[src/rtl/sfe_pkg.sv]
package sfe_pkg;
  localparam int WORD_W    = 32;
  localparam int CTRL_SCK  = 15;
  localparam int CTRL_FSE  = 14;
  localparam int CTRL_TXE  = 9;
  localparam int CTRL_RXE  = 8;
  localparam int ST_TXEOF  = 23;
  localparam int ST_RXEOF  = 7;
  localparam int ST_ERR    = 0;
  localparam int MODE_LSB  = 31;
  localparam int MODE_NOTX = 0;

  typedef struct packed {
    logic       active;
    logic       loadTx;
    logic       popTx;
    logic       shiftBit;
    logic       pushRx;
    logic       lsbFirst;
    logic [5:0] bitLen;
  } dpCtrl_t;
endpackage

[src/rtl/sfe_fifo.sv]
module sfe_fifo #(
  parameter int DEPTH = 64,
  parameter int W     = 32
) (
  input  logic         clk,
  input  logic         rstN,
  input  logic         push,
  input  logic [W-1:0] din,
  input  logic         pop,
  output logic [W-1:0] head,
  output logic         full,
  output logic         empty
);
  localparam int AW = (DEPTH > 1) ? $clog2(DEPTH) : 1;

  logic [W-1:0] mem [DEPTH];
  logic [AW-1:0] wrPtr, rdPtr;
  logic [AW:0] count;
  logic doPush, doPop;

  assign full   = (count == (AW+1)'(DEPTH));
  assign empty  = (count == '0);
  assign doPush = push && !full;
  assign doPop  = pop && !empty;
  assign head   = mem[rdPtr];

  always_ff @(posedge clk) begin
    if (doPush) mem[wrPtr] <= din;
  end

  always_ff @(posedge clk) begin
    if (!rstN) begin
      wrPtr <= '0;
      rdPtr <= '0;
      count <= '0;
    end else begin
      if (doPush) wrPtr <= (wrPtr == AW'(DEPTH-1)) ? '0 : wrPtr + 1'b1;
      if (doPop)  rdPtr <= (rdPtr == AW'(DEPTH-1)) ? '0 : rdPtr + 1'b1;
      if (doPush && !doPop)      count <= count + 1'b1;
      else if (doPop && !doPush) count <= count - 1'b1;
    end
  end

  // occupancy never passes the depth
  assert_no_overflow_R11: assert property (@(posedge clk) disable iff (!rstN)
    count <= (AW+1)'(DEPTH));
  // a pop on an empty queue leaves it unchanged
  assert_empty_pop_ignored_R11: assert property (@(posedge clk) disable iff (!rstN)
    (pop && empty && !push) |=> $stable(count));
endmodule

[src/rtl/sfe_datapath.sv]
module sfe_datapath
  import sfe_pkg::*;
#(
  parameter int DEPTH = 64
) (
  input  logic              clk,
  input  logic              rstN,
  input  dpCtrl_t           dp,
  input  logic              txPush,
  input  logic [WORD_W-1:0] txData,
  output logic              txFull,
  input  logic              rxPop,
  output logic [WORD_W-1:0] rxData,
  output logic              rxEmpty,
  input  logic              miso,
  output logic              mosi,
  output logic              errPulse
);
  logic [WORD_W-1:0] txHead, txSh, rxSh, rxNext, rxWord, txLoadVal;
  logic txEmpty, rxFull;
  logic [5:0] shiftAmt;

  function automatic logic [WORD_W-1:0] rev(input logic [WORD_W-1:0] v);
    for (int i = 0; i < WORD_W; i++) rev[i] = v[WORD_W-1-i];
  endfunction

  sfe_fifo #(.DEPTH(DEPTH), .W(WORD_W)) txQ (
    .clk(clk), .rstN(rstN), .push(txPush), .din(txData), .pop(dp.popTx),
    .head(txHead), .full(txFull), .empty(txEmpty));

  sfe_fifo #(.DEPTH(DEPTH), .W(WORD_W)) rxQ (
    .clk(clk), .rstN(rstN), .push(dp.pushRx), .din(rxWord), .pop(rxPop),
    .head(rxData), .full(rxFull), .empty(rxEmpty));

  assign shiftAmt = 6'(WORD_W) - dp.bitLen;
  assign rxNext   = {rxSh[WORD_W-2:0], miso};

  always_comb begin
    txLoadVal = '0;
    if (dp.popTx && !txEmpty)
      txLoadVal = dp.lsbFirst ? (rev(txHead) << shiftAmt) : txHead;
    rxWord = dp.lsbFirst ? (rev(rxNext) & ({WORD_W{1'b1}} << shiftAmt))
                         : (rxNext << shiftAmt);
  end

  always_ff @(posedge clk) begin
    if (!rstN) begin
      txSh <= '0;
      rxSh <= '0;
    end else begin
      if (dp.loadTx)        txSh <= txLoadVal;
      else if (dp.shiftBit) txSh <= txSh << 1;
      if (dp.shiftBit)      rxSh <= rxNext;
    end
  end

  assign mosi     = dp.active && txSh[WORD_W-1];
  assign errPulse = (txPush && txFull) || (rxPop && rxEmpty) ||
                    (dp.popTx && txEmpty) || (dp.pushRx && rxFull);
endmodule

[src/rtl/sfe_control.sv]
module sfe_control
  import sfe_pkg::*;
#(
  parameter int DEPTH = 64
) (
  input  logic        clk,
  input  logic        rstN,
  input  logic        regWe,
  input  logic [1:0]  regAddr,
  input  logic [31:0] regWdata,
  input  logic        bitTick,
  input  logic        errPulse,
  output dpCtrl_t     dp,
  output logic [15:0] ctrlState,
  output logic [31:0] statusWord,
  output logic        irq
);
  localparam int CNT_W = 8;
  localparam logic [CNT_W-1:0] LAST_MAX = CNT_W'(DEPTH-1);

  // enable vectors: [3] clock, [2] frame start, [1] transmit, [0] receive
  logic [3:0] req, stage, act;
  logic prevFse, frameOn;
  logic modeLsb, modeNoTx;
  logic [4:0] modeLen;
  logic [CNT_W-1:0] modeCnt;
  logic [5:0] bitCnt, lenReg, lenDec, lenOk;
  logic [CNT_W-1:0] wordCnt, lastReg, lastDec;
  logic lsbReg, noTxReg, txeFr, rxeFr;
  logic stTx, stRx, stErr, ieTx, ieRx, ieErr;
  logic startNow, shiftNow, wordEnd, lastWord, clrWe;
  logic unusedBits;

  assign unusedBits = ^regWdata;
  assign lenDec   = {1'b0, modeLen} + 6'd1;
  assign lenOk    = (lenDec < 6'd8) ? 6'd8 : lenDec;
  assign lastDec  = (modeCnt > LAST_MAX) ? LAST_MAX : modeCnt;
  assign startNow = !frameOn && act[2] && !prevFse && act[3];
  assign shiftNow = frameOn && act[3] && act[2] && bitTick;
  assign wordEnd  = shiftNow && (bitCnt == lenReg - 6'd1);
  assign lastWord = wordEnd && (wordCnt == lastReg);
  assign clrWe    = regWe && (regAddr == 2'd2);

  always_comb begin
    dp.active   = frameOn;
    dp.loadTx   = startNow || (wordEnd && !lastWord);
    dp.popTx    = startNow ? (act[1] && !modeNoTx)
                           : (wordEnd && !lastWord && txeFr && !noTxReg);
    dp.shiftBit = shiftNow;
    dp.pushRx   = wordEnd && rxeFr;
    dp.lsbFirst = startNow ? modeLsb : lsbReg;
    dp.bitLen   = startNow ? lenOk : lenReg;
  end

  always_ff @(posedge clk) begin
    if (!rstN) begin
      req <= '0; stage <= '0; act <= '0; prevFse <= 1'b0;
      modeLsb <= 1'b0; modeNoTx <= 1'b0; modeLen <= '0; modeCnt <= '0;
      ieTx <= 1'b0; ieRx <= 1'b0; ieErr <= 1'b0;
    end else begin
      stage   <= req;
      act     <= stage;
      prevFse <= act[2];
      if (regWe) begin
        case (regAddr)
          2'd0: begin
            modeLsb  <= regWdata[MODE_LSB];
            modeNoTx <= regWdata[MODE_NOTX];
            modeLen  <= regWdata[28:24];
            modeCnt  <= regWdata[23:16];
          end
          2'd1: req <= {regWdata[CTRL_SCK], regWdata[CTRL_FSE],
                        regWdata[CTRL_TXE], regWdata[CTRL_RXE]};
          2'd3: begin
            ieTx  <= regWdata[ST_TXEOF];
            ieRx  <= regWdata[ST_RXEOF];
            ieErr <= regWdata[ST_ERR];
          end
          default: ;
        endcase
      end
    end
  end

  always_ff @(posedge clk) begin
    if (!rstN) begin
      frameOn <= 1'b0; bitCnt <= '0; wordCnt <= '0; lenReg <= 6'd8;
      lastReg <= '0; lsbReg <= 1'b0; noTxReg <= 1'b0;
      txeFr <= 1'b0; rxeFr <= 1'b0;
    end else if (startNow) begin
      frameOn <= 1'b1; bitCnt <= '0; wordCnt <= '0;
      lenReg  <= lenOk; lastReg <= lastDec; lsbReg <= modeLsb;
      noTxReg <= modeNoTx; txeFr <= act[1]; rxeFr <= act[0];
    end else if (frameOn && !act[2]) begin
      frameOn <= 1'b0;
    end else if (shiftNow) begin
      if (wordEnd) begin
        bitCnt <= '0;
        if (lastWord) frameOn <= 1'b0;
        else          wordCnt <= wordCnt + 1'b1;
      end else begin
        bitCnt <= bitCnt + 6'd1;
      end
    end
  end

  always_ff @(posedge clk) begin
    if (!rstN) begin
      stTx <= 1'b0; stRx <= 1'b0; stErr <= 1'b0;
    end else begin
      stTx  <= lastWord || (stTx && !(clrWe && regWdata[ST_TXEOF]));
      stRx  <= (lastWord && rxeFr) || (stRx && !(clrWe && regWdata[ST_RXEOF]));
      stErr <= errPulse || (stErr && !(clrWe && regWdata[ST_ERR]));
    end
  end

  always_comb begin
    ctrlState = '0;
    ctrlState[CTRL_SCK] = act[3];
    ctrlState[CTRL_FSE] = act[2];
    ctrlState[CTRL_TXE] = act[1];
    ctrlState[CTRL_RXE] = act[0];
    statusWord = '0;
    statusWord[ST_TXEOF] = stTx;
    statusWord[ST_RXEOF] = stRx;
    statusWord[ST_ERR]   = stErr;
  end

  assign irq = (stTx && ieTx) || (stRx && ieRx) || (stErr && ieErr);

  // the TX end-of-frame flag rises only as a frame closes
  assert_eof_at_end_R9: assert property (@(posedge clk) disable iff (!rstN)
    $rose(stTx) |-> $fell(frameOn));
  // bit counter stays inside the word length
  assert_bitcnt_R2: assert property (@(posedge clk) disable iff (!rstN)
    frameOn |-> (bitCnt < lenReg));
  // word counter stays inside the clamped count
  assert_wordcnt_R2: assert property (@(posedge clk) disable iff (!rstN)
    frameOn |-> (wordCnt <= lastReg && lastReg <= LAST_MAX));
  // a frame only begins with the clock enable applied
  assert_start_needs_clock_R8: assert property (@(posedge clk) disable iff (!rstN)
    $rose(frameOn) |-> $past(act[3]));
  // an applied enable was requested two edges earlier
  assert_enable_lag_R7: assert property (@(posedge clk) disable iff (!rstN)
    $rose(act[3]) |-> $past(req[3], 2));
endmodule

[src/rtl/spi_frame_engine.sv]
module spi_frame_engine
  import sfe_pkg::*;
#(
  parameter int DEPTH = 64
) (
  input  logic        clk,
  input  logic        rstN,
  input  logic        regWe,
  input  logic [1:0]  regAddr,
  input  logic [31:0] regWdata,
  output logic [15:0] ctrlState,
  output logic [31:0] statusWord,
  output logic        irq,
  input  logic        txPush,
  input  logic [31:0] txData,
  output logic        txFull,
  input  logic        rxPop,
  output logic [31:0] rxData,
  output logic        rxEmpty,
  input  logic        bitTick,
  input  logic        miso,
  output logic        mosi
);
  dpCtrl_t dpStrobes;
  logic errPulse;

  sfe_control #(.DEPTH(DEPTH)) uCtrl (
    .clk(clk), .rstN(rstN), .regWe(regWe), .regAddr(regAddr),
    .regWdata(regWdata), .bitTick(bitTick), .errPulse(errPulse),
    .dp(dpStrobes), .ctrlState(ctrlState), .statusWord(statusWord), .irq(irq));

  sfe_datapath #(.DEPTH(DEPTH)) uData (
    .clk(clk), .rstN(rstN), .dp(dpStrobes), .txPush(txPush), .txData(txData),
    .txFull(txFull), .rxPop(rxPop), .rxData(rxData), .rxEmpty(rxEmpty),
    .miso(miso), .mosi(mosi), .errPulse(errPulse));
endmodule

[config.mk]
export PLATFORM = sky130hd
export DESIGN_NAME = spi_frame_engine
export DESIGN_NICKNAME = d
export VERILOG_FILES = /design/src/rtl/sfe_pkg.sv /design/src/rtl/sfe_fifo.sv /design/src/rtl/sfe_datapath.sv /design/src/rtl/sfe_control.sv /design/src/rtl/spi_frame_engine.sv
export SDC_FILE = /design/constraint.sdc
export NUM_CORES = 2
export LEC_CHECK = 0
export CAP_MARGIN = 20
export CORE_MARGIN = 8
export CORE_UTILIZATION = 55
export CTS_CLUSTER_SIZE = 25
export DETAILED_ROUTE_END_ITERATION = 16
export DONT_BUFFER_PORTS = 1
export MAX_ROUTING_LAYER = met4
export PLACE_DENSITY = 0.7
export SLEW_MARGIN = 10
export SYNTH_ARGS = -nofsm -noshare
export SYNTH_HDL_FRONTEND = slang
export SYNTH_SLANG_ARGS = --single-unit
[constraint.sdc]
create_clock -name clk -period 9.4 [get_ports clk]
set_input_delay 0.47 -clock clk [delete_from_list [all_inputs] [get_ports clk]]
set_output_delay 0.47 -clock clk [all_outputs]
set_load 0.01 [all_outputs]
; After elaboration in Yosys (flattened, before gate mapping)
; Memories as Yosys holds them, arrays and structs flattened. A register that Yosys moved wholly into a read port is not among the register bits.
; Cells that the tools add are included.
; Widths: inputs -> output; s select.
[totals]
memories = 2
input_bits = 73
out_inout_bits = 84
ff_bits = 168
ram_bits = 4096
wordCells = 178
[memory_table]
columns = name, depth, width, rd, rd_clocked_by_memory_dff, write_ports, line_no
row1 = uData.rxQ.mem, 64, 32, 1, 1, 1, sfe_fifo.sv:16  ; logic [W-1:0] mem [DEPTH];
row2 = uData.txQ.mem, 64, 32, 1, 1, 1, sfe_fifo.sv:16
[op_classes]
muxes = 32
bitwise_logic = 4
shifts = 3
n_reduce_logical = 80
n_addsub = 13
eq_ne = 11
n_lt_le_gt_ge = 2
[op_table]
columns = cell, count
row1 = $mux 32, 5
row2 = $mux 6, 11
row3 = $shl 32x6->32, 2
row4 = $logic_and 1x1->1, 38
row5 = $and 32x32->32, 1
row6 = $shl 32x6->32 const A, 1
row7 = $add 6x1->6 const B, 5
row8 = $mux 7, 4
row9 = $eq 6x6->1 const B, 4
row10 = $logic_not 1->1, 17
row11 = $add 7x1->7 const B, 2
row12 = $eq 7x7->1 const B, 2
row13 = $logic_not 7->1, 2
row14 = $sub 7x1->7 const B, 2
row15 = $mux 1, 11
row16 = $logic_or 1x1->1, 9
row17 = $reduce_bool 3->1, 3
row18 = $add 8x1->8 const B, 1
row19 = $eq 8x8->1, 1
row20 = $gt 8x6->1 const B, 1
row21 = $mux 8, 1
row22 = $reduce_and 2->1, 4
row23 = $add 5x1->6 const B, 1
row24 = $eq 6x6->1, 1
row25 = other kinds (11), 16

; Depth between registers and ports, before layout
[logic_depth]
ltp_word = 14
ltp_mapped = 21
mapped_depth_nobuf = 20

; Hierarchy
; A second synthesis with hierarchy kept.
[unflattened]
hier_cells = 8059
hier_area_um2 = 168567.9
[by_module_without_submodules]
columns = module, seq_area_each_um2, n_inst, cells_per_inst, area_each_um2
row1 = sfe_fifo (uData.rxQ), 61999.5, 1, 3431, 79334.8
row2 = sfe_fifo (uData.txQ), 61999.5, 1, 3417, 79103.4
row3 = sfe_datapath, 1261.2, 1, 830, 6852.8
row4 = sfe_control, 1341.3, 1, 381, 3276.9

; Least setup slack after synthesis
; Ideal clock, no wire load.
[synth_path]
kind = register to register
from = register uCtrl.act[2]
to = memory uData.rxQ.mem[0][31] (data pin)
setup_time_ns = 0.768
stages_incl_launch_ff = 17
setup_slack_ns = 2.048
arrival_ns = 6.584
t_required_ns = 8.632
period_less_slack_ns = 7.352
n_path_buf = 5
cell_sequence = dfxtp_1 > nand4bb_1 > nand2_1 > o31a_1 > clkbuf_1 > buf_1 > clkbuf_1 > ha_1 > inv_1 > ha_1 > clkbuf_1 > clkinv_1 > clkbuf_1 > mux2i_1 > mux2i_1 > nand2_1 > a311oi_1
[synth_between]
elab_chain_len = 8
word_cells_on_any_way = 10
cone_classes = add/sub (1) / shift (2) / mux (3) / bitwise (1) / reduce/logical (3)
[synth_lines]
columns = element, line_no
row1 = start: declaration, sfe_control.sv:22  ; logic [3:0] req, stage, act;
row2 = start signal: assignment, sfe_control.sv:62  ; act <= stage;
row3 = $logic_and 1x1->1 (*) (3 in a row), sfe_control.sv:38  ; assign startNow = !frameOn && act[2] && !prevFse && act[3];
row4 = $mux 6, sfe_control.sv:52  ; dp.bitLen = startNow ? lenOk : lenReg;
row5 = $sub 6x6->6, sfe_datapath.sv:35  ; assign shiftAmt = 6'(WORD_W) - dp.bitLen;
row6 = $shl 32x6->32, sfe_datapath.sv:42  ; rxWord = dp.lsbFirst ? (rev(rxNext) & ({WORD_W{1'b1}} << shiftAmt))
row7 = $and 32x32->32, sfe_datapath.sv:42
row8 = $mux 32 (*), sfe_datapath.sv:42
row9 = named net uData.rxQ.din[31], sfe_fifo.sv:8  ; input logic [W-1:0] din,
row10 = end: declaration, sfe_fifo.sv:16
; Mark *: on every way through the listed nets, which the timed path passes. The rest lies on a longest branch.

; Final worst setup path
[layout_path]
from = register uCtrl.act[2]
to = memory uData.rxQ.mem[35][15], enable pin
[layout_between]
elab_chain_len = 7
[layout_lines]
columns = element, line_no
row1 = $logic_and 1x1->1 (2 in a row), sfe_control.sv:39  ; assign shiftNow = frameOn && act[3] && act[2] && bitTick;
row2 = $logic_and 1x1->1, sfe_control.sv:40  ; assign wordEnd = shiftNow && (bitCnt == lenReg - 6'd1);
row3 = $logic_and 1x1->1, sfe_control.sv:50  ; dp.pushRx = wordEnd && rxeFr;
row4 = $logic_and 1x1->1, sfe_fifo.sv:23  ; assign doPush = push && !full;
row5 = named net uData.rxQ.doPush, sfe_fifo.sv:19  ; logic doPush, doPop;
row6 = $mux 1, sfe_fifo.sv:28  ; if (doPush) mem[wrPtr] <= din;
row7 = $mux 1 (implied by the code), sfe_fifo.sv:28
; The timed path passes the listed nets, and every way through them passes these cells.

==> results.md <==
- The synthesis-to-finish area growth is 12.7%.
- Ranked by total cell area, the synthesized netlist is headed by sky130_fd_sc_hd__edfxtp_1, sky130_fd_sc_hd__mux4_2, sky130_fd_sc_hd__dfxtp_1.
- The number of hold-slack violations in the final timing report came to 0.
- In this run the number of cells on the critical path is 9.
- The first global-routing pass estimated 630 mm of wire.
- Detailed placement ended at an HPWL of 244 mm.
- The most used flip-flop cell after synthesis is sky130_fd_sc_hd__edfxtp_1.
- Dividing the final minimum period by the clock period gives 61.4%.
- In this run the critical register-to-register path is launched from uCtrl.act[2].
- The register area is 0.127 mm².
- The worst hold path belongs to the class in -> reg.
- The leakage power summed over all cells is 59.1 nW.
- The final-report max-slew violation count came to 0.
- The number of buffers created by CTS is 419.
- The die outline area is 0.325 mm².
- Global routing used 27.7% of the available tracks across all layers.
- The flow ran to the end, and the final reports show no timing, DRC or antenna violations.
- The initial utilization of the core area, before any placement, comes to 55.2%.
- The count of cell types in the netlist is 93.
- The number of fillers in the final layout is 20300.
- The routed wire length per instance is 34.5 µm.
- The data arrival time of the worst path is 6.33 ns.
- Summing all placed instances gives a cell area of 0.175 mm².
- The placeable core area is 0.306 mm².
- Overall power consumption after layout is estimated at 40.1 mW.
- No sink is reached through more buffers than the 4 on the longest clock path.
- The number of buffers and inverters on the critical path is 1.
- Summing the areas of all and, or, nand and nor instances in the mapped netlist gives 2.58% of the synthesized area.
- The die boundary width is 570 µm.
- Counting every instance in the synthesized netlist gives 8113.
- In this run the remaining antenna-violating nets after routing total 0.
- The post-synthesis adder-cell area fraction is 0.202%.
- The flip-flop and latch count after synthesis is 4276.
- In this run the most critical hold path is launched from rstN.
- The time the worst path needs with I/O delays and setup is 5.77 ns.
- The final-stage net count is 8565.
- The compound-gate portion of the synthesized area is 3.25%.
- In this run the worst path has a maximum fanout of 17.
- The post-layout worst setup margin is 3.63 ns.
- The design area is 0.190 mm².
- The worst register-to-register path has a setup slack of 3.63 ns.
- The critical path startpoint category is a flop.
- For this run, asynchronously set or reset flops after synthesis account for 0%.
- The Yosys step of the flow raised 0 warnings.
- The class of the most critical setup path is reg -> reg.
- The number of global-route vias before repair was 85900.
- Setup repair after global routing left no endpoint under its margin.
- The total power per unit cell area is 211 mW/mm².
- The cell area that synthesis handed to floorplanning was 0.169 mm².
- At the placement stage, the worst setup path has a slack of 3.72 ns.
- The xor and xnor area share after synthesis is 0.322%.
- The cell taking the most area after synthesis is sky130_fd_sc_hd__edfxtp_1.
- The largest stage delay on the critical path is 0.98 ns.
- The post-route DRC violation count is 0.
- For hold timing, the worst endpoint is uCtrl.modeLen[1].
- Counting flops with a built-in enable in the synthesized netlist gives 4096.
- The weighted congestion reported at the end of routability-driven placement is 0.903.
- The count of vias placed by the detailed router is 86500.
- 157 I/O pins were placed.
- The share of cell area taken by muxes after synthesis is 16.9%.
- The clock drives 4276 sinks.
- The area occupied by multi-input gates is 0.0407 mm².
- The site row count is 203.
- The actual transition at the worst max-transition pin is 1.20 ns.
- The number of buffers added to fix hold violations after cts is 114.
- Buffers placed on the I/O ports in this run total 0.
- The highest clock rate is 0.173 GHz.
- The end-of-flow core utilization is 62.2%.
- The synthesized area divided by synthesized cell count is 20.8 µm².
- The post-cts gate resize count is 0.
- The endpoint of the worst-slack reg-to-reg timing path is uData.rxQ.mem[35][15].
- The critical path data required time is 9.97 ns.
- The clock skew after layout is 0.115 ns.
- The sequential fraction of the synthesis area is 75.0%.
- The detailed-route wire length is 446 mm.
- The DRC violation total after the first TritonRoute iteration is 12900.
- The setup fix buffers added after clock tree synthesis is 0.
- The worst hold path stage count is 2.
- Of the post-synthesis cell area, the dominant cell type holds 72.9%.
- CTS placed an instance of sky130_fd_sc_hd__clkbuf_16 at the clock tree root.
- The total overflow left after global routing is 0.
- The clock slew seen by the registers of the worst setup and hold paths is 0.07 ns.
- Entering global routing, the biggest net connects 151 pins.
- Setup violations remaining at the end of the flow were counted as 0.
- The cell at the slowest stage of the critical path is sky130_fd_sc_hd__nor2_4.
- STA classifies the critical path endpoint as a flop.
- The critical path goes through nand4_1 -> nor3_1 -> o211ai_1 -> a21oi_1 -> o211a_1 -> nor2b_1 -> nand3_1 -> nor2_4 -> buf_4.
- The first detailed-routing pass took 8 iterations.
- In this run the tightest slew margin relative to its limit is 20.0%.
- The number of cell instances on the worst register-to-register path is 9.
- TritonCTS built the clock tree.
- Across the VDD grid, the largest voltage drop is 0.000222 V.
- For the worst-skew pair, the clock arrives at the later sink with an insertion delay of 0.97 ns.
- Broken down by cell family, the worst path's largest delay share belongs to simple AND/OR/NAND/NOR gates.
- The die height is 570 µm.
- In the routed layout, each cell is associated on average with a via count of 6.69.
- The final setup TNS is 0 ns.
- The number of antenna violations at the first check in global routing is 22.
- The H-tree generated during clock tree synthesis spans 5 levels.
- Max-cap violations in this run came to 0.
- By area, the combinational part of the netlist is dominated by multiplexers.
- The post-route netlist has 25.6% of its cells at a drive strength greater than 1.
per-layer routing:
| metal | vias to the layer above | global-route usage, % | wire, µm |
|---|---|---|---|
| met3 | 850 | 5.26 | 47500 |
| met2 | 5452 | 42.8 | 213000 |
| met5 | - | - | 0 |
| met4 | 0 | 9.47 | 17400 |
| met1 | 45700 | 37.8 | 167000 |
| li1 | 34500 | - | - |
cell type report:
| type | instances | share of cell area, % |
|---|---|---|
| clock buffers | 501 | 5.72 |
| clock inverters | 267 | 1.34 |
| diodes | 15 | 0.0197 |
| inverters | 29 | 0.0573 |
| flip-flops and latches | 4276 | 66.6 |
| repair buffers | 393 | 2.12 |
| well taps | 4100 | 2.70 |
| multi-input cells | 3347 | 21.4 |
flip-flops by register name, summed over array words and instances, names as in the netlist, 4 cells and up, named ones only:
name             count
uData.rxQ.wrPtr      6
uCtrl.lenReg         6
uData.rxQ.count      7
uData.rxQ.mem     2048
uData.txQ.rdPtr      6
uCtrl.modeCnt        8
uCtrl.req            4
uCtrl.lastReg        8
uData.rxQ.rdPtr      6
uCtrl.stage          4
uData.txSh          32
uData.txQ.wrPtr      6
uData.rxSh          31
uCtrl.act            4
uCtrl.wordCnt        8
uCtrl.bitCnt         6
uCtrl.modeLen        5
uData.txQ.count      7
uData.txQ.mem     2048
synthesized netlist by cell type (31+ instances only):
| master | n |
|---|---|
| sky130_fd_sc_hd__buf_6 | 52 |
| sky130_fd_sc_hd__nor3_1 | 37 |
| sky130_fd_sc_hd__nor2b_1 | 45 |
| sky130_fd_sc_hd__o21ai_0 | 145 |
| sky130_fd_sc_hd__xnor2_1 | 43 |
| sky130_fd_sc_hd__o211ai_1 | 31 |
| sky130_fd_sc_hd__buf_2 | 55 |
| sky130_fd_sc_hd__mux2i_1 | 327 |
| sky130_fd_sc_hd__clkbuf_1 | 212 |
| sky130_fd_sc_hd__a21boi_0 | 60 |
| sky130_fd_sc_hd__a31oi_1 | 40 |
| sky130_fd_sc_hd__dfxtp_1 | 180 |
| sky130_fd_sc_hd__a221oi_1 | 46 |
| sky130_fd_sc_hd__and2_1 | 44 |
| sky130_fd_sc_hd__nand3_1 | 64 |
| sky130_fd_sc_hd__o22ai_1 | 62 |
| sky130_fd_sc_hd__mux2_2 | 52 |
| sky130_fd_sc_hd__mux4_2 | 1076 |
| sky130_fd_sc_hd__a21oi_1 | 124 |
| sky130_fd_sc_hd__buf_4 | 88 |
| sky130_fd_sc_hd__a22oi_1 | 82 |
| sky130_fd_sc_hd__nor2_1 | 280 |
| sky130_fd_sc_hd__buf_1 | 80 |
| sky130_fd_sc_hd__edfxtp_1 | 4096 |
| sky130_fd_sc_hd__nand2_1 | 355 |
layout by cell type (no fill, tap or decap), drive strengths merged, types with 43 or more instances in the layout:
cell type | Yosys | routed
a21boi | 60 | 60
a21oi | 124 | 124
a221oi | 47 | 47
a22oi | 82 | 82
and2 | 47 | 47
buf | 289 | 310
clkbuf | 212 | 503
clkinv | 2 | 198
dfxtp | 180 | 180
dlygate4sd3 | 0 | 81
edfxtp | 4096 | 4096
inv | 27 | 44
mux2 | 53 | 53
mux2i | 327 | 327
mux4 | 1089 | 1089
nand2 | 355 | 355
nand3 | 64 | 64
nor2 | 282 | 282
nor2b | 45 | 45
o21ai | 146 | 146
o22ai | 62 | 62
xnor2 | 43 | 43
worst max path at each step:
stage	from	to	slack (ns)
after floorplan	uCtrl.act[2]	uData.rxQ.mem[0][31]	2.05
after global placement	uCtrl.act[2]	uData.txQ.count[6]	3.78
after detailed placement	uCtrl.act[2]	uData.txQ.count[6]	3.72
after CTS	uCtrl.act[2]	uData.rxQ.mem[35][15]	3.68
after global routing	uCtrl.act[2]	uData.txQ.count[6]	3.30
final	uCtrl.act[2]	uData.rxQ.mem[35][15]	3.63
power by group:
group	internal [mW]	switching (mW)	leakage [nW]	total [mW]
logic	1.30	1.49	12.9	2.79
clock network	9.27	7.15	6.52	16.4
registers	20.8	0.107	39.6	20.9
per-stage QoR:
stage	hold slack, ns	instances
floorplan	0.412	8153
global placement	0.414	12000
detailed placement	0.419	12000
CTS	0.00602	12900
global route	0.0469	12900
finish	0.00185	12900
cells by family after synthesis:
kind of cell | after synthesis
other | 1
xor gates and xnor gates | 62
adders and majority gates | 26
and+or+nand+nor | 955
DFF | 4276
muxes | 1469
AOI/OAI and AO/OA | 794
buffers and inverters | 530
worst register-to-register path, delay by kind of cell (launching register included):
family          cells  cell delay (ns)
simple gates        5             3.20
flops               1             0.49
buf+inv             1             0.45
compound gates      3             1.28
No activity file was read; power rests on OpenSTA's default activity.
